--- config.mk ---
export PLATFORM = sky130hd
export DESIGN_NAME = cfg_boot_loader
export DESIGN_NICKNAME = d
export VERILOG_FILES = /design/src/rtl/boot_pkg.sv /design/src/rtl/boot_len_check.sv /design/src/rtl/boot_rd_port.sv /design/src/rtl/boot_ctrl.sv /design/src/rtl/cfg_boot_loader.sv
export SDC_FILE = /design/constraint.sdc
export NUM_CORES = 1
export LEC_CHECK = 0
export ABC_AREA = 1
export BUFFER_PORTS_ARGS = -buffer_cell sky130_fd_sc_hd__buf_2
export CAP_MARGIN = 20
export CELL_PAD_IN_SITES_DETAIL_PLACEMENT = 0
export CELL_PAD_IN_SITES_GLOBAL_PLACEMENT = 1
export CORE_ASPECT_RATIO = 1.4
export CORE_UTILIZATION = 44
export DETAILED_ROUTE_END_ITERATION = 8
export PLACE_DENSITY_LB_ADDON = 0.1
export REMOVE_ABC_BUFFERS = 1
export SYNTH_ARGS = -nofsm -noshare
export SYNTH_HDL_FRONTEND = slang
export SYNTH_SLANG_ARGS = --single-unit
--- constraint.sdc ---
create_clock -name clk -period 5.05 [get_ports clk]
set_input_delay 0.2525 -clock clk [delete_from_list [all_inputs] [get_ports clk]]
set_output_delay 0.2525 -clock clk [all_outputs]
set_load 0.005 [all_outputs]
--- src/rtl/boot_pkg.sv ---
package boot_pkg;
  typedef enum logic [1:0] {
    MODE_NONE  = 2'd0,
    MODE_CFG   = 2'd1,
    MODE_DEFID = 2'd2,
    MODE_FULL  = 2'd3
  } boot_mode_e;

  typedef enum logic [1:0] {
    ST_BOOT = 2'd0,
    ST_WAIT = 2'd1,
    ST_END  = 2'd2
  } boot_state_e;

  typedef enum logic {
    PATH_DEF  = 1'b0,
    PATH_FULL = 1'b1
  } body_path_e;
endpackage

--- src/rtl/boot_len_check.sv ---
module boot_len_check #(
  parameter int LEN_W   = 16,
  parameter int MAX_LEN = 500,
  parameter int DEF_LEN = 6
) (
  input  logic [LEN_W-1:0] len,
  output logic             len_ok,
  output logic             len_default
);
  always_comb begin
    len_default = (len == LEN_W'(DEF_LEN));
    len_ok      = (len != '0) && (len <= LEN_W'(MAX_LEN));
  end
endmodule

--- src/rtl/boot_rd_port.sv ---
module boot_rd_port #(
  parameter int ADDR_W   = 16,
  parameter int NARROW_W = 8
) (
  input  logic              clk,
  input  logic              rst,
  input  logic              iss,
  input  logic [ADDR_W-1:0] iss_idx,
  input  logic              wide,
  input  logic              rd_valid,
  input  logic [7:0]        rd_data,
  output logic              rd_req,
  output logic [ADDR_W-1:0] rd_addr,
  output logic              byte_vld,
  output logic [7:0]        byte_q
);
  always_ff @(posedge clk) begin
    if (rst) begin
      rd_req   <= 1'b0;
      rd_addr  <= '0;
      byte_vld <= 1'b0;
      byte_q   <= '0;
    end else begin
      byte_vld <= 1'b0;
      if (rd_req && rd_valid) begin
        rd_req   <= 1'b0;
        byte_vld <= 1'b1;
        byte_q   <= rd_data;
      end else if (iss) begin
        rd_req  <= 1'b1;
        rd_addr <= wide ? iss_idx : ADDR_W'(iss_idx[NARROW_W-1:0]);
      end
    end
  end

  AST_REQ_HOLD: assert property (@(posedge clk) disable iff (rst)
    (rd_req && !rd_valid) |=> (rd_req && $stable(rd_addr)));
  AST_ONE_OUTSTANDING: assert property (@(posedge clk) disable iff (rst)
    iss |-> !rd_req);
  AST_NARROW_ADDR: assert property (@(posedge clk) disable iff (rst)
    (rd_req && !wide) |-> (rd_addr[ADDR_W-1:NARROW_W] == '0));
endmodule

--- src/rtl/boot_ctrl.sv ---
module boot_ctrl
  import boot_pkg::*;
#(
  parameter int         ADDR_W  = 16,
  parameter int         LEN_W   = 16,
  parameter int         MAX_LEN = 500,
  parameter int         DEF_LEN = 6,
  parameter logic [7:0] MARKER  = 8'hC4,
  localparam int        DW      = $clog2(MAX_LEN + 1),
  localparam int        HDR     = 6
) (
  input  logic              clk,
  input  logic              rst,
  input  logic              mem_present,
  input  logic              byte_vld,
  input  logic [7:0]        byte_q,
  output logic              iss,
  output logic [ADDR_W-1:0] iss_idx,
  output logic [7:0]        if_cfg,
  output logic [7:0]        pol_cfg,
  output logic [15:0]       vid,
  output logic [15:0]       pid,
  output logic [15:0]       did,
  output logic              desc_we,
  output logic [DW-1:0]     desc_waddr,
  output logic [7:0]        desc_wdata,
  output logic [DW-1:0]     desc_len,
  output logic              done,
  output boot_mode_e        mode
);
  boot_state_e       state;
  body_path_e        path;
  logic [ADDR_W-1:0] idx;
  logic [LEN_W-1:0]  len;
  logic [LEN_W-1:0]  len_cand;
  logic              len_ok, len_default;
  logic              fin;
  boot_mode_e        fin_mode;

  assign len_cand = {byte_q, len[7:0]};

  boot_len_check #(.LEN_W(LEN_W), .MAX_LEN(MAX_LEN), .DEF_LEN(DEF_LEN)) u_len (
    .len         (len_cand),
    .len_ok      (len_ok),
    .len_default (len_default)
  );

  // Decide whether the byte now arriving ends the boot sequence.
  always_comb begin
    fin      = 1'b0;
    fin_mode = MODE_NONE;
    if (idx == ADDR_W'(0) && byte_q != MARKER) begin
      fin = 1'b1;
      fin_mode = MODE_NONE;
    end else if (idx == ADDR_W'(3) && byte_q != MARKER) begin
      fin = 1'b1;
      fin_mode = MODE_CFG;
    end else if (idx == ADDR_W'(5) && !len_ok) begin
      fin = 1'b1;
      fin_mode = MODE_CFG;
    end else if (idx >= ADDR_W'(HDR) && path == PATH_DEF && idx == ADDR_W'(HDR + 5)) begin
      fin = 1'b1;
      fin_mode = MODE_DEFID;
    end else if (idx >= ADDR_W'(HDR) && path == PATH_FULL &&
                 idx == ADDR_W'(len) + ADDR_W'(HDR - 1)) begin
      fin = 1'b1;
      fin_mode = MODE_FULL;
    end
  end

  always_ff @(posedge clk) begin
    if (rst) begin
      state      <= ST_BOOT;
      path       <= PATH_DEF;
      idx        <= '0;
      len        <= '0;
      iss        <= 1'b0;
      iss_idx    <= '0;
      if_cfg     <= '0;
      pol_cfg    <= '0;
      vid        <= '0;
      pid        <= '0;
      did        <= '0;
      desc_we    <= 1'b0;
      desc_waddr <= '0;
      desc_wdata <= '0;
      desc_len   <= '0;
      done       <= 1'b0;
      mode       <= MODE_NONE;
    end else begin
      iss     <= 1'b0;
      desc_we <= 1'b0;
      done    <= 1'b0;
      case (state)
        ST_BOOT: begin
          if (mem_present) begin
            iss     <= 1'b1;
            iss_idx <= '0;
            idx     <= '0;
            state   <= ST_WAIT;
          end else begin
            done  <= 1'b1;
            mode  <= MODE_NONE;
            state <= ST_END;
          end
        end
        ST_WAIT: begin
          if (byte_vld) begin
            case (idx)
              ADDR_W'(1): if_cfg <= byte_q;
              ADDR_W'(2): pol_cfg <= byte_q;
              ADDR_W'(4): len[7:0] <= byte_q;
              ADDR_W'(5): begin
                len      <= len_cand;
                desc_len <= DW'(len_cand);
                path     <= len_default ? PATH_DEF : PATH_FULL;
              end
              default: begin
                if (idx >= ADDR_W'(HDR)) begin
                  if (path == PATH_DEF) begin
                    case (idx)
                      ADDR_W'(HDR + 0): vid[7:0]  <= byte_q;
                      ADDR_W'(HDR + 1): vid[15:8] <= byte_q;
                      ADDR_W'(HDR + 2): pid[7:0]  <= byte_q;
                      ADDR_W'(HDR + 3): pid[15:8] <= byte_q;
                      ADDR_W'(HDR + 4): did[7:0]  <= byte_q;
                      default:          did[15:8] <= byte_q;
                    endcase
                  end else begin
                    desc_we    <= 1'b1;
                    desc_waddr <= DW'(idx - ADDR_W'(HDR));
                    desc_wdata <= byte_q;
                  end
                end
              end
            endcase
            if (fin) begin
              done  <= 1'b1;
              mode  <= fin_mode;
              state <= ST_END;
            end else begin
              iss     <= 1'b1;
              iss_idx <= idx + ADDR_W'(1);
              idx     <= idx + ADDR_W'(1);
            end
          end
        end
        default: ;
      endcase
    end
  end

  AST_DONE_PULSE: assert property (@(posedge clk) disable iff (rst)
    done |=> !done);
  AST_QUIET_AFTER_DONE: assert property (@(posedge clk) disable iff (rst)
    (state == ST_END) |-> !iss);
  AST_WADDR_RANGE: assert property (@(posedge clk) disable iff (rst)
    desc_we |-> (int'(desc_waddr) < MAX_LEN));
  AST_DEFID_NO_WRITE: assert property (@(posedge clk) disable iff (rst)
    desc_we |-> (path == PATH_FULL));
endmodule

--- src/rtl/cfg_boot_loader.sv ---
module cfg_boot_loader
  import boot_pkg::*;
#(
  parameter int         ADDR_W     = 16,
  parameter int         MAX_LEN    = 500,
  parameter int         DEF_LEN    = 6,
  parameter logic [7:0] MARKER     = 8'hC4,
  parameter logic [2:0] WIDE_STRAP = 3'b001,
  localparam int        DW         = $clog2(MAX_LEN + 1)
) (
  input  logic              clk,
  input  logic              rst,
  input  logic              mem_present,
  input  logic [2:0]        addr_strap,
  output logic              rd_req,
  output logic [ADDR_W-1:0] rd_addr,
  output logic              rd_wide,
  input  logic              rd_valid,
  input  logic [7:0]        rd_data,
  output logic [7:0]        if_cfg,
  output logic [7:0]        pol_cfg,
  output logic [15:0]       vid,
  output logic [15:0]       pid,
  output logic [15:0]       did,
  output logic              desc_we,
  output logic [DW-1:0]     desc_waddr,
  output logic [7:0]        desc_wdata,
  output logic [DW-1:0]     desc_len,
  output logic              done,
  output logic [1:0]        mode
);
  logic              iss;
  logic [ADDR_W-1:0] iss_idx;
  logic              byte_vld;
  logic [7:0]        byte_q;
  logic              wide_q;
  boot_mode_e        mode_e;

  always_ff @(posedge clk) begin
    wide_q <= (addr_strap == WIDE_STRAP);
  end

  assign rd_wide = wide_q;
  assign mode    = mode_e;

  boot_ctrl #(
    .ADDR_W(ADDR_W), .LEN_W(16), .MAX_LEN(MAX_LEN),
    .DEF_LEN(DEF_LEN), .MARKER(MARKER)
  ) u_ctrl (
    .clk(clk), .rst(rst), .mem_present(mem_present),
    .byte_vld(byte_vld), .byte_q(byte_q),
    .iss(iss), .iss_idx(iss_idx),
    .if_cfg(if_cfg), .pol_cfg(pol_cfg),
    .vid(vid), .pid(pid), .did(did),
    .desc_we(desc_we), .desc_waddr(desc_waddr), .desc_wdata(desc_wdata),
    .desc_len(desc_len), .done(done), .mode(mode_e)
  );

  boot_rd_port #(.ADDR_W(ADDR_W), .NARROW_W(8)) u_rd (
    .clk(clk), .rst(rst), .iss(iss), .iss_idx(iss_idx), .wide(wide_q),
    .rd_valid(rd_valid), .rd_data(rd_data),
    .rd_req(rd_req), .rd_addr(rd_addr),
    .byte_vld(byte_vld), .byte_q(byte_q)
  );
endmodule

; ---- Word-level counts from Yosys, hierarchy flattened
; Cells that the tools add are included.
[totals]
wordCells = 125
out_inout_bits = 112
memories = 0
ramBits = 0
latch_bits = 0
rom_bits = 0
register_bits = 157
input_bits = 15
[classes]
bitwise = 7
n_addsub = 3
mul = 0
n_lt_le_gt_ge = 2
muxes = 34
n_eq_ne = 21
n_div = 0
n_shift = 0
reduce_logical = 33
[ops]
columns = op, count
row1 = == test 16 x 3 -> 1 bit (second input constant), 5
row2 = == test 16 x 4 -> 1 bit (second input constant), 4
row3 = two-way mux 16 bit, 4
row4 = AND reduction 6 bit, 6
row5 = == test 16 x 2 -> 1 bit (second input constant), 2
row6 = case mux 16 bit (2 select lines), 1
row7 = two-way mux 2 bit, 11
row8 = adder 16 x 1 -> 16 bit (second input constant), 1
row9 = adder 16 x 3 -> 16 bit (second input constant), 1
row10 = == test 16 x 1 -> 1 bit (second input constant), 1
row11 = == test 16 bit, 1
row12 = greater-or-equal comparator 16 x 3 -> 1 bit (second input constant), 1
row13 = less-or-equal comparator 16 x 9 -> 1 bit (second input constant), 1
row14 = logical NOT 16 bit, 1
row15 = nonzero test 16 bit, 1
row16 = AND reduction 3 bit, 5
row17 = two-way mux 1 bit, 14
row18 = logical AND 1 bit, 9
row19 = subtractor 9 x 3 -> 9 bit (second input constant), 1
row20 = inequality test 8 bit (second input constant), 1
row21 = case mux 2 bit (2 select lines), 2
row22 = AND reduction 4 bit, 2
row23 = OR reduction 8 bit, 1
row24 = inverter 1 bit, 7
row25 = 13 further kinds, 17

; ---- Longest topological paths before layout
; Gate-level depths: netlist of run 1.
[depth]
ltp_word = 11
ltp_mapped = 19
depth_no_buf = 18

; ---- Cells and area by module
; Synthesis of run 1 repeated with hierarchy kept, for this count alone.
[hier_totals]
hier_cells = 1023
hier_area_um2 = 7450.9
[by_module_without_submodules]
columns = mod, cells_each, seq_area_each_um2, area_each_um2, n_inst
row1 = boot_ctrl, 839, 2582.5, 6170.9, 1
row2 = boot_rd_port, 141, 520.5, 1086.0, 1
row3 = boot_len_check, 39, 0.0, 160.2, 1
row4 = cfg_boot_loader, 4, 20.0, 33.8, 1

; ---- Worst setup path after synthesis of run 1
; Ideal clock, no wire load.
[synth_timing]
path_kind = register -> register
from = reg, netlist name u_ctrl.iss_idx[1]
to = reg u_ctrl.iss_idx[11]
period_less_slack_ns = 1.990
setup_slack_ns = 3.060
n_path_buf = 0
stages_incl_launch_ff = 14
t_required_ns = 4.986
arrival_ns = 1.926
setup_ns = 0.064
cell_sequence = dfxtp_1 ha_1 nand2_1 nor2_1 inv_1 nor2_1 inv_1 nor3_1 nand4_1 o21ai_0 o211ai_1 nand2_1 nand2_1 nor2_1
[synth_rtl]
columns = item, line
row1 = "end signal, assigned", boot_ctrl.sv:143  ; iss_idx <= idx + ADDR_W'(1);
row2 = "end, declared", boot_ctrl.sv:18  ; output logic [ADDR_W-1:0] iss_idx,

==> results of run 1 <==
power by group through the flow:
stage	Combinational, W	Sequential [W]	Clock [W]
2_1_floorplan	0.000151	0.00130	0
3_3_place_gp	0.000219	0.00130	0
3_5_place_dp	0.000220	0.00130	0
4_1_cts	0.000224	0.00128	0.00128
5_1_grt	0.000245	0.00128	0.00134
6_report	0.000223	0.00128	0.00127
synth_stat cells (2+ instances only):
library cell    n  area [um^2]
a211oi_1        2        15.01
a21oi_1       110        550.5
a21oi_2        12        105.1
a31oi_1         9        56.30
buf_1           2        7.510
buf_2           7        35.03
buf_4           7        52.55
buf_6           9        101.4
clkbuf_1       31        116.4
clkinv_1        3        11.26
dfxtp_1       156         3123
ha_1            8        100.1
inv_1          73        274.0
inv_2           6        22.52
nand2_1       140        525.5
nand2_2         9        56.30
nand2_4         5        56.30
nand3_1        46        230.2
nand3_2        11        110.1
nand4_1        10        62.56
nor2_1         87        326.6
nor2_2          6        37.54
nor2_4          6        67.56
nor2_8          2        40.04
nor3_1          9        45.04
nor3_4          3        48.80
nor4_1          5        31.28
o211ai_1        2        15.01
o21a_1          9        67.56
o21ai_0       101        505.5
o21ai_1        17        85.08
o21ai_2         2        17.52
xnor2_1         7        61.31
xor2_1         16        140.1
what timing repair did:
item | CTS | global route
gates resized for setup | 0 | 0
hold buffers | 6 | 0
hold endpoints to repair | 5 | 0
per-stage QoR:
step	cell area, um^2	power, W	hold WS (ns)	util, %	std cells
floorplan	6849	0.001446	0.3149	-	878
global placement	7747	0.001523	0.4167	49.21	1203
detailed placement	7747	0.001524	0.4161	49.21	1203
CTS	8387	0.002784	0.01163	53.27	1241
global route	8394	0.002864	0.02552	53.32	1242
finish	8394	0.002767	0.02389	53.32	1242
kinds of logic after synthesis:
family	count (synthesis)	share of synthesized area (%)
simple gates	342	23.34
flops	156	43.48
fa+ha+maj	8	1.394
buf+inv	141	9.007
compound gates	266	19.96
xor+xnor	23	2.805
cell type report:
type                       instances  area share, %
clock buffer                      17          5.068
tap                              196          2.921
clock inverter                    15          1.833
inverter                          83          3.741
sequential                       156          37.20
timing repair buffer             136          8.585
multi-input combinational        639          40.65
sequential cells by signal, summed over array words and instances (netlist names), 8 cells and up:
| name | cells |
|---|---|
| u_ctrl.desc_len | 8 |
| u_rd.byte_q | 8 |
| u_rd.rd_addr | 16 |
| u_ctrl.if_cfg | 8 |
| u_ctrl.pol_cfg | 8 |
| u_ctrl.len | 16 |
| u_ctrl.desc_wdata | 8 |
| u_ctrl.did | 16 |
| u_ctrl.iss_idx | 16 |
| u_ctrl.desc_waddr | 9 |
| u_ctrl.vid | 16 |
| u_ctrl.pid | 16 |
critical path, stage by stage, from the launching register on:
cell and delay, ns:
dfxtp_1 0.69, ha_1 0.39, nand2_1 0.10, nor2_1 0.11, inv_1 0.06, nor2_1 0.19, inv_1 0.09, nor3_1 0.39
nand4_1 0.19, o21ai_0 0.20, o211ai_1 0.11, nand2_1 0.08, nand2_1 0.05, nor2_1 0.08
path summary, 6_finish.rpt:
check                             to  cells past startpoint               from  slack, ns
setup / recovery  u_ctrl.iss_idx[11]                     13  u_ctrl.iss_idx[2]       2.27
hold / removal        u_rd.byte_q[0]                      3         rd_data[0]       0.02
setup reg to reg  u_ctrl.iss_idx[11]                     13  u_ctrl.iss_idx[2]       2.27
hold reg to reg        u_ctrl.vid[7]                      2      u_ctrl.vid[7]       0.44
routing by layer:
layer | wire [um] | up-vias
li1 | - | 3305
met4 | 550 | 0
met5 | 0 | -
met2 | 10060 | 161
met3 | 877 | 43
met1 | 8872 | 2960
==> results.py, run 1 <==
metrics = {
    "detailed_routing": {
        "vias": 6469,
        "drtIter0Drc": 350,
        "routed_wl_um": 20370,
        "avgViaCountPerCell": 5.209,
        "post-route-drc-count": 0,
        "drtPass1Iterations": 5,
        "route.detailed.wl_per_inst_um": 16.40,
        "ant_nets": 0,
    },
    "clock_network": {
        "cts_buffers": 17,
        "cts.path.max_buffers": 2,
        "clk_latency_ns": 0.44,
        "clkSinkCount": 156,
        "post_cts_buffers": 0,
        "htree_levels": 4,
        "cts_tree": "yes",
        "path_clk_slew_ns": 0.07,
        "root_buffer": "clkbuf_16",
    },
    "logic_synthesis": {
        "synth_seq_cells": 156,
        "synth.distinct_cells": 42,
        "seq_area_frac_synth_pct": 43.48,
        "ys_dominant_reg_cell": "dfxtp_1",
        "async_flop_share_pct": 0,
        "synth.avg_cell_area_um2": 7.673,
        "syn_area_um2": 7182,
        "synth_warnings": 0,
        "synth_edf_count": 0,
        "netlist_instances": 936,
    },
    "global_route": {
        "busiest_layer": "met2",
        "overflow": 0,
        "antenna_found_initial": 0,
        "grtUsageMet1_pct": 30.60,
        "grt_usage_pct": 25.29,
        "grtUsageMet3_pct": 5.629,
        "grt_max_degree": 47,
        "grt_pass1_vias": 6067,
        "use_met2_pct": 42.83,
        "grt_pass1_wl_um": 32240,
    },
    "finish": {
        "mostFrequentLayoutCell": "dfxtp_1",
        "finalNetCount": 1056,
        "multi_input_area_um2": 3412,
        "area_growth_pct": 16.88,
        "drive_above_1_share_pct": 21.80,
        "antenna-diode-count": 0,
        "seqCellArea_um2": 3123,
        "final.fill_count": 1575,
        "layout_common_cells": "dfxtp_1, nand2_1, buf_2, a21oi_1, o21ai_0",
    },
    "flow_run": {
        "maxCapViolations": 0,
    },
    "power_and_ir_drop": {
        "p_int_w": 0.001978,
        "p_clk_share_pct": 45.9,
        "p_sw_share_pct": 28.50,
        "ir_drop_mv": 0.2244,
        "power_switching_w": 0.0007887,
        "cellPowerDensity_nw_per_um2": 329.6,
        "leakagePower_nw": 3.673,
        "pwr-share-seq_pct": 46.1,
        "combPwrFrac_pct": 8.0,
    },
    "sta": {
        "finalCritPeriodShare_pct": 55.14,
        "setup_tns_ns": 0,
        "fmax_ghz": 0.3591,
        "setup_viol": 0,
        "setup_ws_ns": 2.266,
        "rsz0062_at_grt": "false",
        "tightest_slew_ns": 0.9438,
        "finalCriticalPeriod_ns": 2.784,
        "maxSlewHeadroom_pct": 36.85,
        "hold_viol": 0,
        "maxSlewViolCount": 0,
        "clock_skew_ns": 0.01058,
    },
    "placement": {
        "port_buffers": 126,
        "preCtsSetupSlack_ns": 2.317,
        "hpwl_um": 14380,
        "gp_congestion": 0.8660,
    },
    "floorplan": {
        "dieArea_um2": 16840,
        "die_w_um": 110.0,
        "pin_count": 127,
        "rows": 54,
        "start_util_pct": 45.62,
        "core_um2": 15740,
        "fp.dieH_um": 153.2,
    },
    "critical_path": {
        "arrival_ns": 3.17,
        "critPathLaunchType": "flop",
        "required_ns": 5.44,
        "cp_max_fo": 12,
        "crit_type": "reg -> reg",
        "crit_path_end_kind": "flop",
    },
    "hold_path": {
        "hp-class": "in -> reg",
    },
    "status": {
        "outcome": "complete, no violations",
    },
}
(Power assumes the default switching activity.)
==> inputs of run 2 (changes only) <==
- CORE_UTILIZATION: 44 -> 37
- clock period: 5.05 -> 2.25 ns (I/O delays scaled with it)
==> run 2 against run 1 <==
Against the previous run: critical path depth increased by 2; sequential share of layout area down 3.2 points; largest power group is now the clock network; largest cell class unchanged; first-iteration DRC count is 4.6% higher; cell count grew 10%.
==> results.py, run 2 (synthesis results as in run 1) <==
metrics = {
    "clock_network": {
        "htree_levels": 4,
        "cts.path.max_buffers": 2,
        "cts_tree": "yes",
        "clk_latency_ns": 0.44,
        "path_clk_slew_ns": 0.07,
        "clkSinkCount": 156,
        "cts_buffers": 17,
        "root_buffer": "clkbuf_16",
    },
    "detailed_routing": {
        "avgViaCountPerCell": 4.909,
        "vias": 6711,
        "ant_nets": 0,
        "route.detailed.wl_per_inst_um": 16.04,
        "drtIter0Drc": 366,
        "post-route-drc-count": 0,
        "routed_wl_um": 21930,
        "drtPass1Iterations": 5,
    },
    "status": {
        "outcome": "complete, no violations",
    },
    "global_route": {
        "grt_pass1_wl_um": 34680,
        "grt_max_degree": 39,
        "grt_usage_pct": 22.45,
        "overflow": 0,
        "grt_pass1_vias": 6489,
        "antenna_found_initial": 0,
    },
    "critical_path": {
        "timing.rr.start": "u_ctrl.len[1]",
        "crit_type": "reg -> reg",
        "crit_top_cell": "nor2_1",
        "slowest_delay_ns": 0.38,
        "required_ns": 2.57,
        "startpoint": "u_ctrl.len[1]",
        "rrSetupSlack_ns": 0.13,
        "r2r-end": "u_ctrl.iss_idx[0]",
        "arrival_ns": 2.45,
        "cp_max_fo": 10,
        "critPathSlowestCell": "dfxtp_4",
        "path_cells": "inv_2 > ha_4 > xnor2_1 > nand2_1 > nor2_1 > nand3_1 > nor2_1 > nand2_1 > nor2_2 > nand3_2 > nand4_4 > buf_12 > inv_2 > o21ai_1 > nor2_1",
        "r2r_cells": 15,
        "critPathLaunchType": "flop",
        "crit_path_end_kind": "flop",
    },
    "power_and_ir_drop": {
        "design_power_total_w": 0.006335,
        "ir_drop_mv": 0.4626,
        "leakagePower_nw": 4.087,
        "cellPowerDensity_nw_per_um2": 686.2,
    },
    "floorplan": {
        "pin_count": 127,
        "die_w_um": 119.8,
        "core_um2": 18820,
        "rows": 59,
        "fp.dieH_um": 166.8,
        "start_util_pct": 38.15,
        "dieArea_um2": 19980,
    },
    "finish": {
        "antenna-diode-count": 0,
        "area_growth_pct": 28.54,
        "drive_above_1_share_pct": 29.56,
        "mostFrequentLayoutCell": "dfxtp_1",
        "finalNetCount": 1133,
        "final.fill_count": 1943,
        "layout_common_cells": "dfxtp_1, nand2_1, buf_2, a21oi_1, o21ai_0",
    },
    "sta": {
        "setup_ws_ns": 0.1264,
        "maxSlewViolCount": 0,
        "finalCritPeriodShare_pct": 94.38,
        "fmax_ghz": 0.4709,
        "hold_ws_ns": 0.03912,
        "finalCriticalPeriod_ns": 2.124,
        "maxSlewHeadroom_pct": 54.02,
        "setup_viol": 0,
        "clock_skew_ns": 0.009222,
        "hold_viol": 0,
        "tightest_slew_ns": 0.6889,
    },
    "placement": {
        "port_buffers": 126,
        "hpwl_um": 16180,
        "gp_congestion": 0.8664,
        "preCtsSetupSlack_ns": 0.04259,
    },
    "hold_path": {
        "worstHoldPathCells": 2,
        "hold_path_startpoint": "rst",
        "min_to": "u_ctrl.iss_idx[15]",
        "hp-class": "in -> reg",
    },
    "flow_run": {
        "maxCapViolations": 0,
    },
}
==> run 2: cell type report <==
class / count / area [um^2] / share of cell area (%)
Tap cell: 244 / 305.3 / 3.307
Timing Repair Buffer: 213 / 1374 / 14.88
Clock buffer: 17 / 425.4 / 4.608
Inverter: 83 / 314.1 / 3.402
Clock inverter: 15 / 170.2 / 1.843
Sequential cell: 156 / 3143 / 34.05
Multi-Input combinational cell: 639 / 3500 / 37.91
==> run 2: how the worst max path moves through the flow <==
stage,to,slack [ns]
floorplan,u_ctrl.iss_idx[11],0.1
detailed placement,u_ctrl.mode[1],0.04
global route,u_ctrl.iss_idx[6],-0.06
CTS,u_ctrl.mode[1],0.007
global placement,u_ctrl.mode[0],0.08
finish,u_ctrl.iss_idx[0],0.13
==> run 2: timing repair <==
action / 4_1_cts / 5_1_grt
resized for setup: 0 / 38
hold buffers: 11 / 0
hold endpoints to repair: 10 / 0
setup endpoints to repair: 0 / 30
buffers inserted: 0 / 2
==> run 2: layer usage <==
layer / share of wire, % / up-vias / wire length (um) / global-route usage (%)
met5: 0 / - / 0 / 0
met4: 2.7 / 0 / 582 / 8.804
met3: 3.9 / 35 / 863 / 4.589
met2: 51 / 139 / 11100 / 39.31
met1: 43 / 3079 / 9382 / 26.52
li1: - / 3458 / - / -
==> run 2: worst max-delay path: cells and delay by family, from the launching register on <==
family | cells | cell delay (ns)
AND/OR/NAND/NOR | 9 | 0.86
flip-flops | 1 | 0.38
buffers and inverters | 3 | 0.26
adder cells (fa/ha/maj) | 1 | 0.23
XOR/XNOR | 1 | 0.16
AO/OA/AOI/OAI | 1 | 0.10
==> run 2: power breakdown <==
group	switching, W	internal (W)
sequential	0.0000399	0.00280
clock	0.00139	0.00150
combinational	0.000387	0.000216
total	0.00182	0.00451
==> run 2: through the flow <==
step                setup TNS (ns)  instances  util [%]  instance area (um^2)
finish                           0       1367     49.04                  9231
global route               -0.3134       1367     49.04                  9231
CTS                              0       1365     48.39                  9109
detailed placement               0       1322     44.64                  8403
global placement                 0       1322     44.64                  8403
floorplan                        0        878         -                  6849
